### config.mk
export PLATFORM = sky130hd
export DESIGN_NAME = spectral_sub
export DESIGN_NICKNAME = d
export VERILOG_FILES = /design/src/rtl/ssub_pkg.sv /design/src/rtl/ssub_coef_regs.sv /design/src/rtl/ssub_scale_stage.sv /design/src/rtl/ssub_select_stage.sv /design/src/rtl/spectral_sub.sv
export SDC_FILE = /design/constraint.sdc
export NUM_CORES = 1
export LEC_CHECK = 0
export BUFFER_PORTS_ARGS = -buffer_cell sky130_fd_sc_hd__buf_4
export CAP_MARGIN = 15
export CORE_MARGIN = 2
export CORE_UTILIZATION = 59
export CTS_CLUSTER_DIAMETER = 80
export DETAILED_ROUTE_END_ITERATION = 10
export PLACE_DENSITY = 0.83
export SETUP_SLACK_MARGIN = 0.05
export SLEW_MARGIN = 20
export SYNTH_ARGS = -nofsm -noshare
export SYNTH_HDL_FRONTEND = slang
export SYNTH_SLANG_ARGS = --single-unit
### constraint.sdc
create_clock -name clk -period 7.02 [get_ports clk]
set_input_delay 1.053 -clock clk [delete_from_list [all_inputs] [get_ports clk]]
set_output_delay 1.053 -clock clk [all_outputs]
set_load 0.005 [all_outputs]
### src/rtl/ssub_pkg.sv
package ssub_pkg;
  localparam int unsigned MAG_W_DEF   = 16;
  localparam int unsigned GAIN_W_DEF  = 16;
  localparam int unsigned GAIN_FRAC   = 12;
  localparam int unsigned FRAC_W_DEF  = 16;

  typedef enum logic {
    COEF_GAIN  = 1'b0,
    COEF_FLOOR = 1'b1
  } coef_sel_e;
endpackage

### src/rtl/ssub_coef_regs.sv
module ssub_coef_regs #(
  parameter int unsigned DATA_W    = 16,
  parameter int unsigned GAIN_W    = 16,
  parameter int unsigned FRAC_W    = 16,
  parameter logic [GAIN_W-1:0] GAIN_RST = 16'h1000,
  parameter logic [FRAC_W-1:0] FRAC_RST = '0
) (
  input  logic              clk,
  input  logic              rst_n,
  input  logic              wr_en,
  input  logic              wr_sel,
  input  logic [DATA_W-1:0] wr_data,
  output logic [GAIN_W-1:0] gain_q,
  output logic [FRAC_W-1:0] frac_q
);
  import ssub_pkg::*;

  logic hit_gain;
  logic hit_frac;

  assign hit_gain = wr_en && (coef_sel_e'(wr_sel) == COEF_GAIN);
  assign hit_frac = wr_en && (coef_sel_e'(wr_sel) == COEF_FLOOR);

  always_ff @(posedge clk) begin
    if (!rst_n) begin
      gain_q <= GAIN_RST;
      frac_q <= FRAC_RST;
    end else begin
      if (hit_gain) gain_q <= wr_data[GAIN_W-1:0];
      if (hit_frac) frac_q <= wr_data[FRAC_W-1:0];
    end
  end
endmodule

### src/rtl/ssub_scale_stage.sv
module ssub_scale_stage #(
  parameter int unsigned MAG_W     = 16,
  parameter int unsigned GAIN_W    = 16,
  parameter int unsigned GAIN_FRAC = 12,
  parameter int unsigned FRAC_W    = 16
) (
  input  logic              clk,
  input  logic              rst_n,
  input  logic              in_valid,
  input  logic [MAG_W-1:0]  in_a,
  input  logic [MAG_W-1:0]  in_b,
  input  logic [GAIN_W-1:0] gain,
  input  logic [FRAC_W-1:0] frac,
  output logic              s1_valid,
  output logic [MAG_W-1:0]  s1_a,
  output logic [MAG_W-1:0]  s1_noise,
  output logic [MAG_W-1:0]  s1_floor
);
  localparam int unsigned NP_W = MAG_W + GAIN_W;
  localparam int unsigned NS_W = NP_W - GAIN_FRAC;
  localparam int unsigned FP_W = MAG_W + FRAC_W;

  logic [NP_W-1:0]  noise_prod;
  logic [NS_W-1:0]  noise_shift;
  logic [MAG_W-1:0] noise_fit;
  logic [FP_W-1:0]  floor_prod;
  logic [MAG_W-1:0] floor_val;

  assign noise_prod  = {{GAIN_W{1'b0}}, in_b} * {{MAG_W{1'b0}}, gain};
  assign noise_shift = noise_prod[NP_W-1:GAIN_FRAC];

  generate
    if (NS_W > MAG_W) begin : g_sat
      logic over;
      assign over      = |noise_shift[NS_W-1:MAG_W];
      assign noise_fit = over ? {MAG_W{1'b1}} : noise_shift[MAG_W-1:0];
    end else begin : g_fit
      assign noise_fit = MAG_W'(noise_shift);
    end
  endgenerate

  assign floor_prod = {{FRAC_W{1'b0}}, in_a} * {{MAG_W{1'b0}}, frac};
  assign floor_val  = floor_prod[FP_W-1:FRAC_W];

  always_ff @(posedge clk) begin
    if (!rst_n) begin
      s1_valid <= 1'b0;
      s1_a     <= '0;
      s1_noise <= '0;
      s1_floor <= '0;
    end else begin
      s1_valid <= in_valid;
      if (in_valid) begin
        s1_a     <= in_a;
        s1_noise <= noise_fit;
        s1_floor <= floor_val;
      end
    end
  end
endmodule

### src/rtl/ssub_select_stage.sv
module ssub_select_stage #(
  parameter int unsigned MAG_W = 16
) (
  input  logic             clk,
  input  logic             rst_n,
  input  logic             s1_valid,
  input  logic [MAG_W-1:0] s1_a,
  input  logic [MAG_W-1:0] s1_noise,
  input  logic [MAG_W-1:0] s1_floor,
  output logic             pick_diff,
  output logic             out_valid,
  output logic [MAG_W-1:0] out_mag
);
  logic signed [MAG_W:0] diff;
  logic signed [MAG_W:0] floor_s;
  logic [MAG_W-1:0]      chosen;

  assign diff      = $signed({1'b0, s1_a}) - $signed({1'b0, s1_noise});
  assign floor_s   = $signed({1'b0, s1_floor});
  assign pick_diff = diff > floor_s;
  assign chosen    = pick_diff ? diff[MAG_W-1:0] : s1_floor;

  always_ff @(posedge clk) begin
    if (!rst_n) begin
      out_valid <= 1'b0;
      out_mag   <= '0;
    end else begin
      out_valid <= s1_valid;
      if (s1_valid) out_mag <= chosen;
    end
  end
endmodule

### src/rtl/spectral_sub.sv
module spectral_sub #(
  parameter int unsigned MAG_W     = ssub_pkg::MAG_W_DEF,
  parameter int unsigned GAIN_W    = ssub_pkg::GAIN_W_DEF,
  parameter int unsigned GAIN_FRAC = ssub_pkg::GAIN_FRAC,
  parameter int unsigned FRAC_W    = ssub_pkg::FRAC_W_DEF,
  parameter int unsigned CFG_W     = 16
) (
  input  logic             clk,
  input  logic             rst_n,
  input  logic             cfg_we,
  input  logic             cfg_sel,
  input  logic [CFG_W-1:0] cfg_data,
  input  logic             in_valid,
  input  logic [MAG_W-1:0] in_a,
  input  logic [MAG_W-1:0] in_b,
  output logic             out_valid,
  output logic [MAG_W-1:0] out_mag
);
  localparam logic [GAIN_W-1:0] GAIN_ONE = GAIN_W'(1) << GAIN_FRAC;

  logic [GAIN_W-1:0] gain_q;
  logic [FRAC_W-1:0] frac_q;
  logic              s1_valid;
  logic [MAG_W-1:0]  s1_a;
  logic [MAG_W-1:0]  s1_noise;
  logic [MAG_W-1:0]  s1_floor;
  logic              pick_diff;

  ssub_coef_regs #(
    .DATA_W(CFG_W), .GAIN_W(GAIN_W), .FRAC_W(FRAC_W),
    .GAIN_RST(GAIN_ONE), .FRAC_RST('0)
  ) i_coef (
    .clk(clk), .rst_n(rst_n), .wr_en(cfg_we), .wr_sel(cfg_sel),
    .wr_data(cfg_data), .gain_q(gain_q), .frac_q(frac_q)
  );

  ssub_scale_stage #(
    .MAG_W(MAG_W), .GAIN_W(GAIN_W), .GAIN_FRAC(GAIN_FRAC), .FRAC_W(FRAC_W)
  ) i_scale (
    .clk(clk), .rst_n(rst_n), .in_valid(in_valid), .in_a(in_a), .in_b(in_b),
    .gain(gain_q), .frac(frac_q), .s1_valid(s1_valid), .s1_a(s1_a),
    .s1_noise(s1_noise), .s1_floor(s1_floor)
  );

  ssub_select_stage #(.MAG_W(MAG_W)) i_select (
    .clk(clk), .rst_n(rst_n), .s1_valid(s1_valid), .s1_a(s1_a),
    .s1_noise(s1_noise), .s1_floor(s1_floor), .pick_diff(pick_diff),
    .out_valid(out_valid), .out_mag(out_mag)
  );
endmodule

==> implementation parameters <==
Parameter                              Value

Power
  Total power draw ... 3.43 mW
  Power Density ... 153 nW/um^2
  Leakage power of the design ... 11.2 nW
  Worst voltage drop across the vdd grid ... 0.177 mV

Timing
  Final setup violation count ... 0
  Slew Limit Fails ... 0
  Share of the clock period used by the worst path after layout ... 0.956
  Number of hold violations in the final report ... 0
  RSZ-0062 raised after global routing ... false
  Worst setup skew after layout ... 0.0232 ns
  Final worst path period need ... 6.71 ns
  Least-Margin Pin Slew ... 1.01 ns
  Worst hold margin ... 0.489 ns
  Tightest slew margin relative to the limit ... 0.322
  Max Fclk ... 149 MHz

Worst setup path
  R2R Path Start ... i_coef.gain_q[7]
  Worst path required time ... 7.29 ns
  Worst setup EP type ... flip-flop
  Class of the most critical setup path ... input port to flip-flop
  Critical path peak fanout ... 17
  CP startpoint ... in_a[12]
  Type of element launching the critical path ... input port
  Arrival time reported for the critical path endpoint ... 6.98 ns

Clocking
  Total CTS buffers ... 9
  Post-CTS clock slew at the launch and capture registers of the worst setup and hold paths ... 0.08 ns
  Clock sink total ... 98
  Clock root cell ... clkbuf_16
  Clock tree from TritonCTS ... done
  Clock network latency to the later pin of the worst-skew pair ... 0.37 ns
  Clock Path Buffers ... 2
  CTS HTree Levels ... 3

Hold path
  Worst Min Path Start ... i_coef.frac_q[14]
  Path class of the lowest-slack min-delay path ... flip-flop to flip-flop

Floorplan
  Die ar. ... 37200 um^2
  Core outline area ... 35400 um^2
  Width of the die ... 193 um
  Ports ... 70
  Vertical die dimension ... 193 um
  Initial Util ... 0.595
  Row count ... 69

Yosys
  Average cell area after synthesis ... 8.73 um^2
  Main combinational cell family by area after synthesis ... adder cells
  Netlist area before placement ... 21100 um^2
  Cells after Synth ... 2415
  Dominant synthesized flop cell ... dfxtp_1
  Complex-gate fraction of the synthesized area ... 0.0807
  Netlist cell types ... 73
  Yosys warns ... 0
  XOR/XNOR Fraction of Synth Area ... 0.0137
  Mux cell area share after synthesis ... 0.0157
  Number of nets in the synthesized netlist ... 3089
  Synth Area in Adders ... 0.507
  Fraction of registers with async set/reset ... 0
  Number of enable-type register cells in the synthesized netlist ... 0
  Simple-gate portion of the synthesized area ... 0.178
  Register area share after synthesis ... 0.0931
  Register bit total from synthesis ... 98

GRT
  Vias in the first global route ... 17700
  Overflow left after global routing ... 0
  Overall Global Routing Usage ... 0.295
  Maximum number of pins on one net before global-route repair ... 103
  Antenna violations before repair ... 1
  Global-route wire length before repair ... 86500 um

Placement
  Routability-driven placement congestion ratio ... 1.02
  Number of placed instances, taps included ... 2876
  Detail Placement HPWL ... 41000 um
  Count of buffers inserted at the top-level ports ... 69

Drt
  Starting DRC count in detailed routing ... 1202
  First-pass iteration count of the detailed router ... 6
  Antenna viol nets, final ... 0
  Mean number of vias per cell ... 5.65
  Wire length reported by the detailed router ... 51700 um
  Total DRC errors in the routed layout ... 0
  Vias ... 16400
  Wire length per cell ... 17.9 um

Layout
  Area growth from synthesis to layout ... 6.23%
  Fraction of layout cells with a size suffix above 1 ... 0.0683
  Filler cells ... 2904
  Utilization after layout ... 0.632
  Final net count ... 3101
  Final cell count without fillers ... 2894

Run status
  Result of the run ... finished clean

Run
  Number of maximum-capacitance constraint violations ... 0
-- layout by cell type (no fill, tap or decap), types with 4 or more instances in the layout --
master	n
inv_1	514
nand2_1	390
fa_1	387
ha_1	234
and2_1	223
buf_4	108
dfxtp_1	94
o21ai_0	48
a21oi_1	45
a21boi_0	35
mux2i_1	33
nor2b_1	29
nor2_1	24
nor3_1	21
xnor2_1	21
nand3_1	19
o21a_1	15
a21o_1	13
a211oi_1	13
xor2_1	12
nand4_1	11
a21oi_2	11
or3_1	10
and3_1	10
clkbuf_16	9
nand3b_1	6
nand2b_1	6
o211ai_1	5
o21bai_1	5
or2_2	4
a211oi_2	4
a31oi_1	4
dfxtp_2	4
-- flip-flops by register name, summed over array words and instances (netlist names) --
register	count
i_coef.gain_q	16
i_select.out_valid	1
i_scale.s1_a	16
i_scale.s1_noise	16
i_select.out_mag	16
i_scale.s1_floor	16
i_scale.s1_valid	1
i_coef.frac_q	16
-- routing by layer --
layer	vias to the layer above	share of wire	global-route usage
met5	-	0.00027	0
li1	7388	-	-
met2	628	0.49	0.513
met1	8208	0.39	0.365
met4	2	0.038	0.112
met3	139	0.078	0.0586
-- cell type report --
type | count | area (um^2) | area share
Multi-Input combinational cell | 1696 | 16800 | 0.751
Sequential cell | 98 | 1970 | 0.0879
Inverter | 514 | 1930 | 0.0862
Timing Repair Buffer | 108 | 811 | 0.0362
Tap cell | 461 | 577 | 0.0258
Clock buffer | 9 | 225 | 0.0101
Clock inverter | 7 | 71.3 | 0.00319
Antenna cell | 1 | 2.50 | 0.000112
-- metrics by stage --
stage / area [um^2] / worst slack, ns / setup TNS (ns)
after CTS: 22300 / 0.110 / 0
after floorplan: 21100 / 0.320 / 0
after detailed placement: 22000 / -0.222 / -0.433
after global routing: 22400 / 0.0437 / 0
final: 22400 / 0.312 / 0
after global placement: 22000 / -0.0586 / -0.0586
-- report_power, final --
part           internal (mW)  leakage (nW)  switching, mW
clock                  0.252         0.144          0.267
combinational          0.930          10.2           1.28
sequential             0.620         0.808         0.0808
-- cells in the mapped netlist (10+ instances only) --
cell / number / area share
a211oi_1: 15 / 0.0053
a21boi_0: 35 / 0.012
a21o_1: 13 / 0.0046
a21oi_1: 46 / 0.011
a21oi_2: 10 / 0.0042
and2_1: 223 / 0.066
and3_1: 10 / 0.0030
clkbuf_1: 98 / 0.017
dfxtp_1: 98 / 0.093
fa_1: 387 / 0.37
ha_1: 234 / 0.14
inv_1: 514 / 0.092
mux2i_1: 33 / 0.016
nand2_1: 390 / 0.069
nand3_1: 19 / 0.0045
nand4_1: 11 / 0.0033
nor2_1: 24 / 0.0043
nor2b_1: 29 / 0.0086
nor3_1: 21 / 0.0050
o21a_1: 15 / 0.0053
o21ai_0: 48 / 0.011
or3_1: 10 / 0.0030
xnor2_1: 21 / 0.0087
xor2_1: 12 / 0.0050
-- kinds of logic (layout without fill, tap and decap cells) --
group                    after synthesis  after routing
AO/OA/AOI/OAI                        242            242
XOR/XNOR                              33             33
adder cells (fa/ha/maj)              621            621
buffers and inverters                621            638
flip-flops                            98             98
multiplexers                          33             33
other                                  0              1
AND/OR/NAND/NOR                      767            767
-- final timing paths --
check / endpoint / slack (ns) / depth (start not counted)
max: i_scale.s1_floor[13] / 0.31 / 23
min: i_coef.frac_q[14] / 0.49 / 2
max reg2reg: i_scale.s1_noise[15] / 0.35 / 22
min reg2reg: i_coef.frac_q[14] / 0.49 / 2
-- timing repair --
action,in CTS,in global routing
setup endpoints to repair,0,12
buffers inserted,0,1
resized for setup,0,11
hold buffers,0,0
-- worst max-delay path, cell delays in order --
cell	delay [ns]
buf_4	0.22
nand2_1	0.10
fa_1	0.53
inv_1	0.07
fa_1	0.53
inv_1	0.06
fa_1	0.50
inv_1	0.05
fa_1	0.53
inv_1	0.06
fa_1	0.45
fa_1	0.49
inv_1	0.04
ha_1	0.32
a211oi_2	0.09
o21ai_0	0.24
o2111ai_1	0.31
a41oi_4	0.38
o2111ai_4	0.18
a211oi_2	0.25
o22ai_1	0.15
xor2_1	0.17
o22ai_1	0.20
Power figures use the tool's default switching activity.
